[src/rtl/ack_timing_ctrl.sv]
module ack_timing_ctrl #(
  parameter int US_PER_SYM   = 16,
  parameter int LONG_TA_SYM  = 12,
  parameter int SHORT_TA_SYM = 2,
  parameter int SLOT_TA_SYM  = 6,
  parameter int TRIG_LAT_US  = 16,
  parameter int ACK_LEN_SYM  = 11
) (
  input  logic       clk,
  input  logic       rst,
  input  logic       tick,
  input  logic       sfd_det,
  input  logic       frame_end,
  input  logic       ack_req,
  input  logic       frame_ok,
  input  logic       cfg_slotted,
  input  logic       cfg_short_ta,
  input  logic       trig_pin,
  input  logic       ack_done,
  output logic [1:0] state_o,
  output logic [2:0] status_o,
  output logic       irq_end,
  output logic       ack_start
);
  localparam int LONG_US  = LONG_TA_SYM * US_PER_SYM;
  localparam int SHORT_US = SHORT_TA_SYM * US_PER_SYM;
  localparam int SLOT_US  = SLOT_TA_SYM * US_PER_SYM;
  localparam int ACK_US   = ACK_LEN_SYM * US_PER_SYM;
  localparam int MAX_A    = (LONG_US > ACK_US) ? LONG_US : ACK_US;
  localparam int MAX_B    = (SLOT_US > SHORT_US) ? SLOT_US : SHORT_US;
  localparam int MAX_C    = (MAX_B > TRIG_LAT_US) ? MAX_B : TRIG_LAT_US;
  localparam int MAX_US   = (MAX_A > MAX_C) ? MAX_A : MAX_C;
  localparam int CW       = $clog2(MAX_US + 1);

  localparam logic [2:0] ST_OK   = 3'd0;
  localparam logic [2:0] ST_WAIT = 3'd1;
  localparam logic [2:0] ST_NONE = 3'd7;

  typedef enum logic [2:0] {F_LISTEN, F_RX, F_TURN, F_WAIT, F_LAT, F_TX} fsm_t;

  fsm_t          fsm;
  logic [CW-1:0] cnt, target;
  logic          slot_q, short_q;
  logic [2:0]    status_q;
  logic          irq_q, start_q;
  logic          trg_s1, trg_s2, trg_s3;
  logic          trg_rise, hit;

  assign trg_rise = trg_s2 & ~trg_s3;

  always_comb begin
    case (fsm)
      F_TURN:  target = slot_q ? CW'(SLOT_US) : (short_q ? CW'(SHORT_US) : CW'(LONG_US));
      F_LAT:   target = CW'(TRIG_LAT_US);
      F_TX:    target = CW'(ACK_US);
      default: target = CW'(MAX_US);
    endcase
  end

  assign hit = tick && (cnt == target - CW'(1));

  always_ff @(posedge clk) begin
    if (rst) begin
      trg_s1 <= 1'b0;
      trg_s2 <= 1'b0;
      trg_s3 <= 1'b0;
    end else begin
      trg_s1 <= trig_pin;
      trg_s2 <= trg_s1;
      trg_s3 <= trg_s2;
    end
  end

  always_ff @(posedge clk) begin
    if (rst) begin
      fsm      <= F_LISTEN;
      cnt      <= '0;
      slot_q   <= 1'b0;
      short_q  <= 1'b0;
      status_q <= ST_NONE;
      irq_q    <= 1'b0;
      start_q  <= 1'b0;
    end else begin
      irq_q   <= 1'b0;
      start_q <= 1'b0;
      if (tick) cnt <= cnt + CW'(1);
      case (fsm)
        F_LISTEN: if (sfd_det) begin
          fsm      <= F_RX;
          status_q <= ST_NONE;
        end
        F_RX: if (frame_end) begin
          irq_q <= 1'b1;
          cnt   <= '0;
          if (ack_req && frame_ok) begin
            slot_q  <= cfg_slotted;
            short_q <= cfg_short_ta;
            fsm     <= F_TURN;
            if (!cfg_slotted) status_q <= ST_OK;
          end else begin
            fsm      <= F_LISTEN;
            status_q <= ST_OK;
          end
        end
        F_TURN: if (hit) begin
          cnt <= '0;
          if (slot_q) begin
            fsm      <= F_WAIT;
            status_q <= ST_WAIT;
          end else begin
            fsm     <= F_TX;
            start_q <= 1'b1;
          end
        end
        F_WAIT: if (trg_rise) begin
          fsm <= F_LAT;
          cnt <= '0;
        end
        F_LAT: if (hit) begin
          fsm     <= F_TX;
          start_q <= 1'b1;
          cnt     <= '0;
        end
        F_TX: if (ack_done || hit) fsm <= F_LISTEN;
        default: fsm <= F_LISTEN;
      endcase
    end
  end

  assign state_o   = (fsm == F_LISTEN) ? 2'd0 : (fsm == F_TX) ? 2'd2 : 2'd1;
  assign status_o  = status_q;
  assign irq_end   = irq_q;
  assign ack_start = start_q;
endmodule


[config.mk]
export PLATFORM = sky130hd
export DESIGN_NAME = ack_timing_ctrl
export DESIGN_NICKNAME = d
export VERILOG_FILES = /design/src/rtl/ack_timing_ctrl.sv
export SDC_FILE = /design/constraint.sdc
export NUM_CORES = 1
export LEC_CHECK = 0
export BUFFER_PORTS_ARGS = -buffer_cell sky130_fd_sc_hd__buf_2
export CORE_MARGIN = 2
export CORE_UTILIZATION = 52
export CTS_BUF_LIST = sky130_fd_sc_hd__clkbuf_16
export CTS_CLUSTER_SIZE = 8
export DETAILED_ROUTE_END_ITERATION = 8
export PLACE_DENSITY_LB_ADDON = 0.2
export SYNTH_ARGS = -nofsm -noshare
export SYNTH_HDL_FRONTEND = slang
export SYNTH_SLANG_ARGS = --single-unit
[constraint.sdc]
create_clock -name clk -period 3.3 [get_ports clk]
set_input_delay 0.33 -clock clk [delete_from_list [all_inputs] [get_ports clk]]
set_output_delay 0.33 -clock clk [all_outputs]
set_load 0.05 [all_outputs]
==> qor.txt, run 1 <==
Largest net degree at the start of global routing: 17
Layout cells sized above 1: 0.237
Post-Place Worst Slack: 644 ps
Largest area contributor in the netlist: dfxtp_1
Worst slew margin: 0.593
Post-Layout Cell Count: 180
Worst VDD drop: 0.433 mV
Via count: 1023
DRT antenna net count: 0
Post-synth EDFFs: 0
Total of max-cap violations: 0
Final total power: 1.02 mW
Worst path cell trace: nor2b_4 -> inv_2 -> nor2_1 -> nor2_1 -> ha_1 -> xor2_1 -> and3_1 -> mux2_4 -> o221ai_4 -> a221oi_2 -> a2111oi_2
Initial antenna violation count: 0
Vias in the first global route: 933
Most frequent cells in the layout: 20 x dfxtp_1, 18 x nor2_1, 17 x buf_2
Share of the synthesized area in the top cell type: 0.346
DIE WIDTH: 51.2 µm
Worst path bufs/invs: 1
Cell mode on critical path: nor2_1
Post-cts resize count: 0
CTS tree: yes
Largest cells by area after synthesis: dfxtp_1 35%, nor2_1 5.8%, a21oi_1 4.3%
Power Density: 764 nW/µm²
Slew Limit Fails: 0
Post-DP HPWL: 1830 µm
TNS Setup: 0 ps
Status: finished clean
Max FO, Critical Path: 10
Sequential cell fraction of total power: 0.291
Final net count: 166
Worst Path Arrival: 2820 ps
Setup CP Type: flop to flop
Worst Setup Start Kind: flop
First-pass GRT wire length: 4040 µm
Die height: 51.2 µm
Layout area overhead: 15.4%
Vias per std cell: 5.68
Clock Pin Slew Worst Setup and Hold Paths: 50 ps
Routed wire per std cell: 13.4 µm
Final hold vios: 0
DR DRC count: 0
Internal: 600 µW
Top Ports: 18
CP top delay family: compound AO/OA/AOI/OAI gates
Fmax: 0.374 GHz
Critical-path top delay cell: dfxtp_1
Max stage delay on crit path: 480 ps
Most common cell after layout, fill and taps aside: dfxtp_1
Final Cycle Share: 0.811
Unrepaired setup endpoints after global routing: false
Most used DFF post-synth: dfxtp_1
Clock power frac: 0.240
Routed WL: 2420 µm
Total CTS buffers: 3
Port bufs: 17
Switch share: 0.411
Syn nets: 149
Placer Congestion: 0.890
WP data required: 3440 ps
Remaining global-route overflow: 0
Logic pwr share: 0.468
Lkg Pwr: 0.522 nW
H-tree depth: 1
FP Rows: 17
Hold buffer count at cts: 0
Final setup violation count: 0
Cells after Synth: 136
FILL cells: 195
Syn. warnings: 0
DR iter-0 viols: 30
Hold Crit Class: input pin to flop
N_diodes: 0
Post-route minimum period: 2680 ps
Tightest Pin Transition: 596 ps
Setup Buffers After CTS: 0
Count of different cell masters after synthesis: 45
Crit. End Element: flop
Core ar.: 2150 µm²
Placed insts: 176
DR pass1 iterations: 4
Clock buffer depth: 2
Average size of a mapped cell: 8.50 µm²
Die ar.: 2620 µm²
Register area share after synthesis: 0.346
Clk root buf: clkbuf_16
Setup WS post-layout: 625 ps
Synth Cell Area: 1160 µm²
Clk Latency, worst-skew pair: 250 ps
Net Sw Power: 419 µW
Initial core utilization: 0.538
Final Skew: 2.30 ps
GR Util All Layers: 0.208
Clock sinks: 20
#FFs+latches synth: 20
Async S/R FF share, synth: 0
power by group through the flow:
stage | Clock, mW | Sequential (mW) | Combinational [mW]
floorplan | 0 | 0.311 | 0.382
global placement | 0 | 0.300 | 0.469
detailed placement | 0 | 0.301 | 0.475
CTS | 0.253 | 0.297 | 0.475
global route | 0.261 | 0.303 | 0.518
finish | 0.245 | 0.297 | 0.477
metal layers:
layer | part of all wire | vias to the layer above | track usage
met1 | 0.44 | 472 | 0.253
met3 | 0.057 | 4 | 0.0614
met2 | 0.49 | 35 | 0.357
met4 | 0.013 | 0 | 0.0541
met5 | 0 | - | 0
li1 | - | 512 | -
path summary, 6_finish.rpt:
kind	endpoint	depth (start not counted)	slack, ps	startpoint
hold reg to reg	trg_s2	1	440	trg_s1
hold / removal	trg_s1	2	290	trig_pin
setup reg to reg	fsm[2]	11	620	fsm[2]
setup / recovery	fsm[2]	11	620	fsm[2]
synthesized netlist by cell type (2+ instances only):
cell type and n:
ha_1 2, inv_1 4, buf_2 2, nand2_1 12, nor2_1 18, xnor2_1 4
clkbuf_1 3, xor2_1 5, nand3_1 5, nand2b_1 2, buf_4 2, a21oi_1 10
nor3_1 3, nand4_1 2, or3_1 2, mux2i_1 2, o21ai_0 7, nor2b_1 5
dfxtp_1 20
cells by family (layout without fill, tap and decap cells):
group	Yosys count	after routing	synth area share
simple gates	60	60	0.280
compound gates	29	29	0.196
flops	20	20	0.346
buf+inv	12	28	0.0476
mux	4	4	0.0400
fa+ha+maj	2	2	0.0216
xor+xnor	9	9	0.0682
per-stage QoR:
| stage | area [µm²] | hold WS, ps | util |
|---|---|---|---|
| finish | 1330 | 294 | 0.621 |
| global route | 1330 | 302 | 0.621 |
| CTS | 1330 | 293 | 0.621 |
| detailed placement | 1250 | 431 | 0.584 |
| global placement | 1250 | 419 | 0.584 |
| floorplan | 1160 | 414 | - |
layout make-up:
type	instances	area [µm²]	area share
multi-input combinational	104	701	0.525
inverter	5	18.8	0.0141
clock inverter	1	3.75	0.00281
tap	28	35.0	0.0263
timing repair buffer	19	100	0.0750
sequential	20	400	0.300
clock buffer	3	75.1	0.0563
sequential cells by signal, indices dropped and copies added, names as in the netlist:
register	count
ack_start	1
cnt	8
fsm	3
irq_end	1
short_q	1
slot_q	1
status_o	2
trg_s1	1
trg_s2	1
trg_s3	1
(Power assumes the default switching activity.)
==> run 2: changes to the inputs <==
--- a/config.mk
+++ b/config.mk
@@ -5,6 +5,7 @@
 export SDC_FILE = /design/constraint.sdc
 export NUM_CORES = 1
 export LEC_CHECK = 0
+export ABC_AREA = 1
 export BUFFER_PORTS_ARGS = -buffer_cell sky130_fd_sc_hd__buf_2
 export CORE_MARGIN = 2
 export CORE_UTILIZATION = 52
==> constraint.sdc (replaced) <==
create_clock -name clk -period 2.79 [get_ports clk]
set_input_delay 0.279 -clock clk [delete_from_list [all_inputs] [get_ports clk]]
set_output_delay 0.279 -clock clk [all_outputs]
set_load 0.05 [all_outputs]
==> run 2 against run 1 <==
Worst setup slack worse by 270 ps. Via count increased by 8.9%. Clock-buffer cell count is the same. Non-clock buffer count is 2 lower. Power increased by 62%. Largest power group unchanged. Clock power grew 59%. Hold slack lost 67 ps. Wire length increased by 3.9%. Flip-flop and latch count unchanged. Cell area up 2.7%. Global-route usage grew 0.66 points.
==> qor.txt, run 2 <==
Most frequent cells in the layout: 32 x nand2_1, 31 x nor2_1, 21 x inv_1
Most frequent cell after synthesis: nand2_1
Hold Slack: 228 ps (-66.5 ps)
Die height: 51.8 µm (+1.2%)
Max stage delay on crit path: 540 ps (+60 ps)
Largest net degree at the start of global routing: 13 (-4)
#FFs+latches synth: 20 (unchanged)
Top Ports: 18 (unchanged)
Top post-synthesis cells by count: 32 x nand2_1, 31 x nor2_1, 21 x inv_1
Vias in the first global route: 1047 (+12%)
Clock Pin Slew Worst Setup and Hold Paths: 60 ps (about the same)
FF-to-FF path depth: 16 (+5)
Logic pwr share: 0.527 (+0.059)
CTS tree: yes
Worst Setup Start Kind: flop
DR iter-0 viols: 45 (+50%)
Unrepaired setup endpoints after global routing: false
Syn. warnings: 0 (unchanged)
Layout area overhead: 15.5%
Vias per std cell: 5.18 (-8.8%)
H-tree depth: 1 (unchanged)
FP Rows: 17 (unchanged)
Via count: 1114 (+8.9%)
Average size of a mapped cell: 6.94 µm² (-18%)
Core ar.: 2190 µm² (+2.0%)
Hold buffer count at cts: 0 (unchanged)
Cells after Synth: 171 (+26%)
Syn nets: 184 (+23%)
Initial core utilization: 0.541 (+0.00326)
Max FO, Critical Path: 9 (-1)
Final net count: 201 (+21%)
Setup crit end: status_o[0]
Reg area: 400 µm² (unchanged)
DR DRC count: 0 (unchanged)
Synth Cell Area: 1190 µm² (+2.6%)
Max reg flops: 8 (unchanged)
Net Sw Power: 768 µW (+83%)
Worst setup startpoint: fsm[2]
Total CTS buffers: 3 (unchanged)
Clk Latency, worst-skew pair: 250 ps (about the same)
Routed wire per std cell: 11.7 µm (-13%)
Placer Congestion: 0.967 (+8.6%)
Routed WL: 2510 µm (+3.9%)
Most flop-heavy register: cnt
Largest cells by area after synthesis: dfxtp_1 34%, nand2_1 10%, nor2_1 9.8%
Clk root buf: clkbuf_16
Final setup violation count: 0 (unchanged)
Final hold vios: 0 (unchanged)
N_diodes: 0 (unchanged)
Clock buffer depth: 2 (unchanged)
Post-route minimum period: 2440 ps (-236 ps)
FILL cells: 203 (+4.1%)
Worst slew margin: 0.733 (+0.140)
Share of the synthesized area in the top cell type: 0.338 (-0.00877)
Worst VDD drop: 0.892 mV (+110%)
Switch share: 0.466 (+0.0546)
Slew Limit Fails: 0 (unchanged)
Port bufs: 17 (unchanged)
Lkg Pwr: 0.628 nW (+20%)
Critical-path top delay cell: dfxtp_1
DIE WIDTH: 51.8 µm (+1.2%)
Post-DP HPWL: 1850 µm (+1.3%)
Cell mode on critical path: nand2_1
Final Cycle Share: 0.874 (+0.0635)
Worst path cell trace: inv_1 -> nor2_1 -> a21oi_1 -> ha_1 -> nand2_1 -> inv_1 -> nor2_1 -> nand2_1 -> nor2_1 -> nand2_1 -> nor2_2 -> nand2_2 -> nand2_1 -> nand2_1 -> nand2_1 -> nand3_1
First-pass GRT wire length: 4270 µm (+5.6%)
Power Density: 1200 nW/µm² (+57%)
Crit. End Element: flop
Setup CP Type: flop to flop
GR Util All Layers: 0.215 (+0.00657)
TNS Setup: 0 ps (unchanged)
Hold Crit Class: input pin to flop
Fmax: 0.410 GHz (+9.7%)
Clock sinks: 20 (unchanged)
Setup Buffers After CTS: 0 (unchanged)
Post-synth EDFFs: 0 (unchanged)
Count of different cell masters after synthesis: 31 (-31%)
Most common cell after layout, fill and taps aside: nand2_1
Remaining global-route overflow: 0 (unchanged)
Internal: 881 µW (+47%)
Largest area contributor in the netlist: dfxtp_1
Initial antenna violation count: 0 (unchanged)
Status: finished clean
WP data required: 2910 ps (-530 ps)
Worst r2r dst: status_o[0]
Total of max-cap violations: 0 (unchanged)
Most used DFF post-synth: dfxtp_1
Worst Path Arrival: 2560 ps (-260 ps)
DRT antenna net count: 0 (unchanged)
Sequential cell fraction of total power: 0.237 (-0.054)
Post-cts resize count: 0 (unchanged)
Layout cells sized above 1: 0.219 (-0.0176)
Final Skew: 3.21 ps (+0.907 ps)
Register area share after synthesis: 0.338 (-0.00877)
Reg-to-Reg Start: fsm[2]
DR pass1 iterations: 4 (unchanged)
Clock power frac: 0.236 (-0.004)
Async S/R FF share, synth: 0 (unchanged)
Area of the multi-input gates: 649 µm² (-7.3%)
Die ar.: 2680 µm² (+2.4%)
Flop-to-flop setup slack: 350 ps (-270 ps)
Tightest Pin Transition: 398 ps (-198 ps)
[run 2: changes by cell type in the layout (fill, tap and decap cells not counted), sizes merged, moves of 3 or more]
cell   previous run  this run
xnor2             4         1
nor3              4         7
xor2              5         1
nand3             5        16
nor2b             6         0
a21oi            10         6
nor2             18        37
inv               5        23
nand2            12        37
[run 2: layout make-up]
cell class | count | area share
Sequential cell | 20 | 0.292
Multi-Input combinational cell | 122 | 0.474
Clock inverter | 1 | 0.0219
Inverter | 24 | 0.0694
Clock buffer | 3 | 0.0548
Timing Repair Buffer | 17 | 0.0621
Tap cell | 28 | 0.0256
[run 2: power groups by stage]
| stage | Clock [mW] | Sequential (mW) | Combinational, mW |
|---|---|---|---|
| final | 0.389 | 0.391 | 0.869 |
| after global routing | 0.404 | 0.399 | 0.960 |
| after CTS | 0.395 | 0.391 | 0.866 |
| after detailed placement | 0 | 0.397 | 0.849 |
| after global placement | 0 | 0.392 | 0.842 |
| after floorplan | 0 | 0.432 | 0.731 |
[run 2: cell families (layout without fill, tap and decap cells)]
| family | count (synthesis) | after routing | synth area share |
|---|---|---|---|
| XOR/XNOR | 2 | 2 | 0.0148 |
| adder cells (fa/ha/maj) | 2 | 2 | 0.0211 |
| buffers and inverters | 29 | 45 | 0.115 |
| AND/OR/NAND/NOR | 102 | 102 | 0.431 |
| AO/OA/AOI/OAI | 16 | 16 | 0.0802 |
| flip-flops | 20 | 20 | 0.338 |
[run 2: routing by layer]
metal  vias to the layer above  track usage  part of all wire
met1                       490        0.261              0.45
met3                         7       0.0374             0.057
met2                        39        0.361              0.47
met5                         -            0                 0
li1                        578            -                 -
met4                         0        0.114             0.018
[run 2: through the flow]
stage	instance area, µm²	instances	setup WS (ps)	utilization	total power, mW
final	1370	215	351	0.625	1.65
after detailed placement	1260	211	472	0.577	1.25
after global placement	1260	211	623	0.577	1.23
after floorplan	1190	171	162	-	1.16
after global routing	1370	215	129	0.625	1.76
after CTS	1370	215	412	0.625	1.65
[run 2: worst min path at each step]
stage,startpoint,to,slack [ps],cells past startpoint
2_1_floorplan,trig_pin,trg_s1,390,2
3_3_place_gp,trg_s1,trg_s2,390,2
3_5_place_dp,trg_s1,trg_s2,400,2
4_1_cts,trig_pin,trg_s1,230,3
5_1_grt,trig_pin,trg_s1,250,3
6_report,trig_pin,trg_s1,230,3
[run 2: worst max-delay path: cells and delay by family, from the launching register on]
family | cells | cell delay, ps
adders and majority gates | 1 | 290
buffers and inverters | 2 | 200
AOI/OAI and AO/OA | 1 | 70
DFF | 1 | 540
and+or+nand+nor | 12 | 1200
==> run 3: changes to the inputs <==
--- a/config.mk
+++ b/config.mk
@@ -9,7 +9,6 @@
 export BUFFER_PORTS_ARGS = -buffer_cell sky130_fd_sc_hd__buf_2
 export CORE_MARGIN = 2
 export CORE_UTILIZATION = 52
-export CTS_BUF_LIST = sky130_fd_sc_hd__clkbuf_16
 export CTS_CLUSTER_SIZE = 8
 export DETAILED_ROUTE_END_ITERATION = 8
 export PLACE_DENSITY_LB_ADDON = 0.2
==> run 3 against run 2 <==
Register-to-register slack gained 90 ps. Core utilization is 2.4 points lower. Sequential share of layout area increased by 1.2 points. Clock-buffer cell count unchanged. Clock skew is 2.1 ps higher. Sequential power is essentially flat. Cell area shrank 3.8%. Clock power down 38%. Wire length is 2.0% lower. Largest power group unchanged.
==> qor.txt, run 3 (synthesis gave the netlist of run 2 again) <==
Status: finished clean
Via count: 1101 (-1.2%)
Post-DP HPWL: 1850 µm (unchanged)
Post-Layout Cell Count: 215 (unchanged)
Post-route minimum period: 2350 ps (-88.5 ps)
Top Ports: 18 (unchanged)
Core ar.: 2190 µm² (unchanged)
N_diodes: 0 (unchanged)
H-tree depth: 1 (unchanged)
FF-to-FF path depth: 15 (-1)
Clock Pin Slew Worst Setup and Hold Paths: 120 ps (+60 ps)
Worst slew margin: 0.739 (+0.00603)
Most frequent cells in the layout: 32 x nand2_1, 31 x nor2_1, 21 x inv_1
Logic pwr share: 0.577 (+0.050)
Total of max-cap violations: 0 (unchanged)
Final cell area excluding filler cells: 1320 µm² (-3.8%)
Clk root buf: clkbuf_4
DIE WIDTH: 51.8 µm (unchanged)
FILL cells: 211 (+3.9%)
Routed wire per std cell: 11.4 µm (-2.0%)
Initial core utilization: 0.541 (unchanged)
Placed insts: 211 (unchanged)
Vias in the first global route: 1021 (-2.5%)
GR Util All Layers: 0.210 (-0.00487)
DR DRC count: 0 (unchanged)
Fmax: 0.425 GHz (+3.8%)
Switch share: 0.505 (+0.0389)
Clk Latency, worst-skew pair: 310 ps (+60 ps)
Setup CP Type: flop to flop
WP data required: 3000 ps (+90 ps)
Cell Area, Placed: 1260 µm² (unchanged)
Largest net degree at the start of global routing: 13 (unchanged)
Remaining global-route overflow: 0 (unchanged)
First-pass GRT wire length: 4230 µm (-0.98%)
Setup WS post-layout: 439 ps (+88.5 ps)
Placer Congestion: 0.967 (unchanged)
Die height: 51.8 µm (unchanged)
DR iter-0 viols: 46 (+2.2%)
Crit. End Element: flop
Max FO, Critical Path: 9 (unchanged)
Worst Path Arrival: 2560 ps (about the same)
DR pass1 iterations: 4 (unchanged)
Initial antenna violation count: 0 (unchanged)
Hold buffer count at cts: 0 (unchanged)
Port bufs: 17 (unchanged)
Slew Limit Fails: 0 (unchanged)
Reg area: 400 µm² (unchanged)
Internal: 741 µW (-16%)
Clock power frac: 0.162 (-0.074)
Power Density: 1140 nW/µm² (-5.7%)
Post-Place Worst Slack: 472 ps (unchanged)
Layout area overhead: 11.1%
Tightest Pin Transition: 392 ps (-6.42 ps)
Die ar.: 2680 µm² (unchanged)
Hold Crit Class: input pin to flop
DRT antenna net count: 0 (unchanged)
Unrepaired setup endpoints after global routing: false
Clock buffer depth: 2 (unchanged)
Vias per std cell: 5.12 (-1.2%)
Worst Setup Start Kind: flop
Routed WL: 2460 µm (-2.0%)
Most flop-heavy register: cnt
Final setup violation count: 0 (unchanged)
Post-layout util: 0.601 (-0.0240)
Layout cells sized above 1: 0.219 (unchanged)
Max reg flops: 8 (unchanged)
Total CTS buffers: 3 (unchanged)
Sequential cell fraction of total power: 0.261 (+0.024)
Clock sinks: 20 (unchanged)
Final net count: 201 (unchanged)
Worst VDD drop: 0.901 mV (+0.97%)
TNS Setup: 0 ps (unchanged)
Hold path depth: 3 (unchanged)
Net Sw Power: 755 µW (-1.7%)
CTS tree: yes
Final hold vios: 0 (unchanged)
Area of the multi-input gates: 649 µm² (unchanged)
Final Cycle Share: 0.843 (-0.0317)
Lkg Pwr: 0.605 nW (-3.7%)
Final Skew: 5.34 ps (+2.13 ps)
FP Rows: 17 (unchanged)
Most common cell after layout, fill and taps aside: nand2_1
Setup Buffers After CTS: 0 (unchanged)
Post-cts resize count: 0 (unchanged)
-- run 3: cell count changes in the layout (fill, tap and decap cells not counted) --
cell       previous run  this run
clkbuf_4              0         3
clkbuf_16             3         0
-- run 3: cell type report --
cell class                      count  share of cell area
Multi-Input combinational cell    122               0.493
Sequential cell                    20               0.304
Inverter                           24              0.0722
Timing Repair Buffer               17              0.0646
Tap cell                           28              0.0266
Clock inverter                      1              0.0228
Clock buffer                        3              0.0171
-- run 3: path summary, 6_finish.rpt --
check	from	endpoint	slack, ps
setup / recovery	fsm[2]	cnt[0]	440
hold / removal	trig_pin	trg_s1	160
setup reg to reg	fsm[2]	cnt[0]	440
hold reg to reg	trg_s1	trg_s2	420
-- run 3: power by group through the flow --
| stage | registers (mW) | clock network (mW) | logic (mW) |
|---|---|---|---|
| detailed placement | 0.397 | 0 | 0.849 |
| global placement | 0.392 | 0 | 0.842 |
| floorplan | 0.432 | 0 | 0.731 |
| finish | 0.390 | 0.243 | 0.863 |
| global route | 0.399 | 0.255 | 0.952 |
| CTS | 0.390 | 0.243 | 0.856 |
-- run 3: critical path, stage by stage, from the launching register on --
cell	delay (ps)
dfxtp_1	560
inv_1	160
nor2_1	190
a21oi_1	70
ha_1	290
nand2_1	70
inv_1	30
nor2_1	90
nand2_1	70
nor2_1	90
nand2_1	60
nor2_2	90
nand2_2	90
nand2_1	70
and2_4	260
nor3_4	40
-- run 3: per-layer routing --
layer	vias up	GRT usage	routed length [µm]
li1	574	-	-
met1	483	0.268	1160
met2	36	0.355	1100
met3	8	0.0374	145
met4	0	0.0746	53
met5	-	0	0
-- run 3: metrics by stage --
step           total power, mW  hold WS [ps]
5_1_grt                   1.61           165
2_1_floorplan             1.16           386
4_1_cts                   1.49           160
6_report                  1.50           162
3_3_place_gp              1.23           392
3_5_place_dp              1.25           402
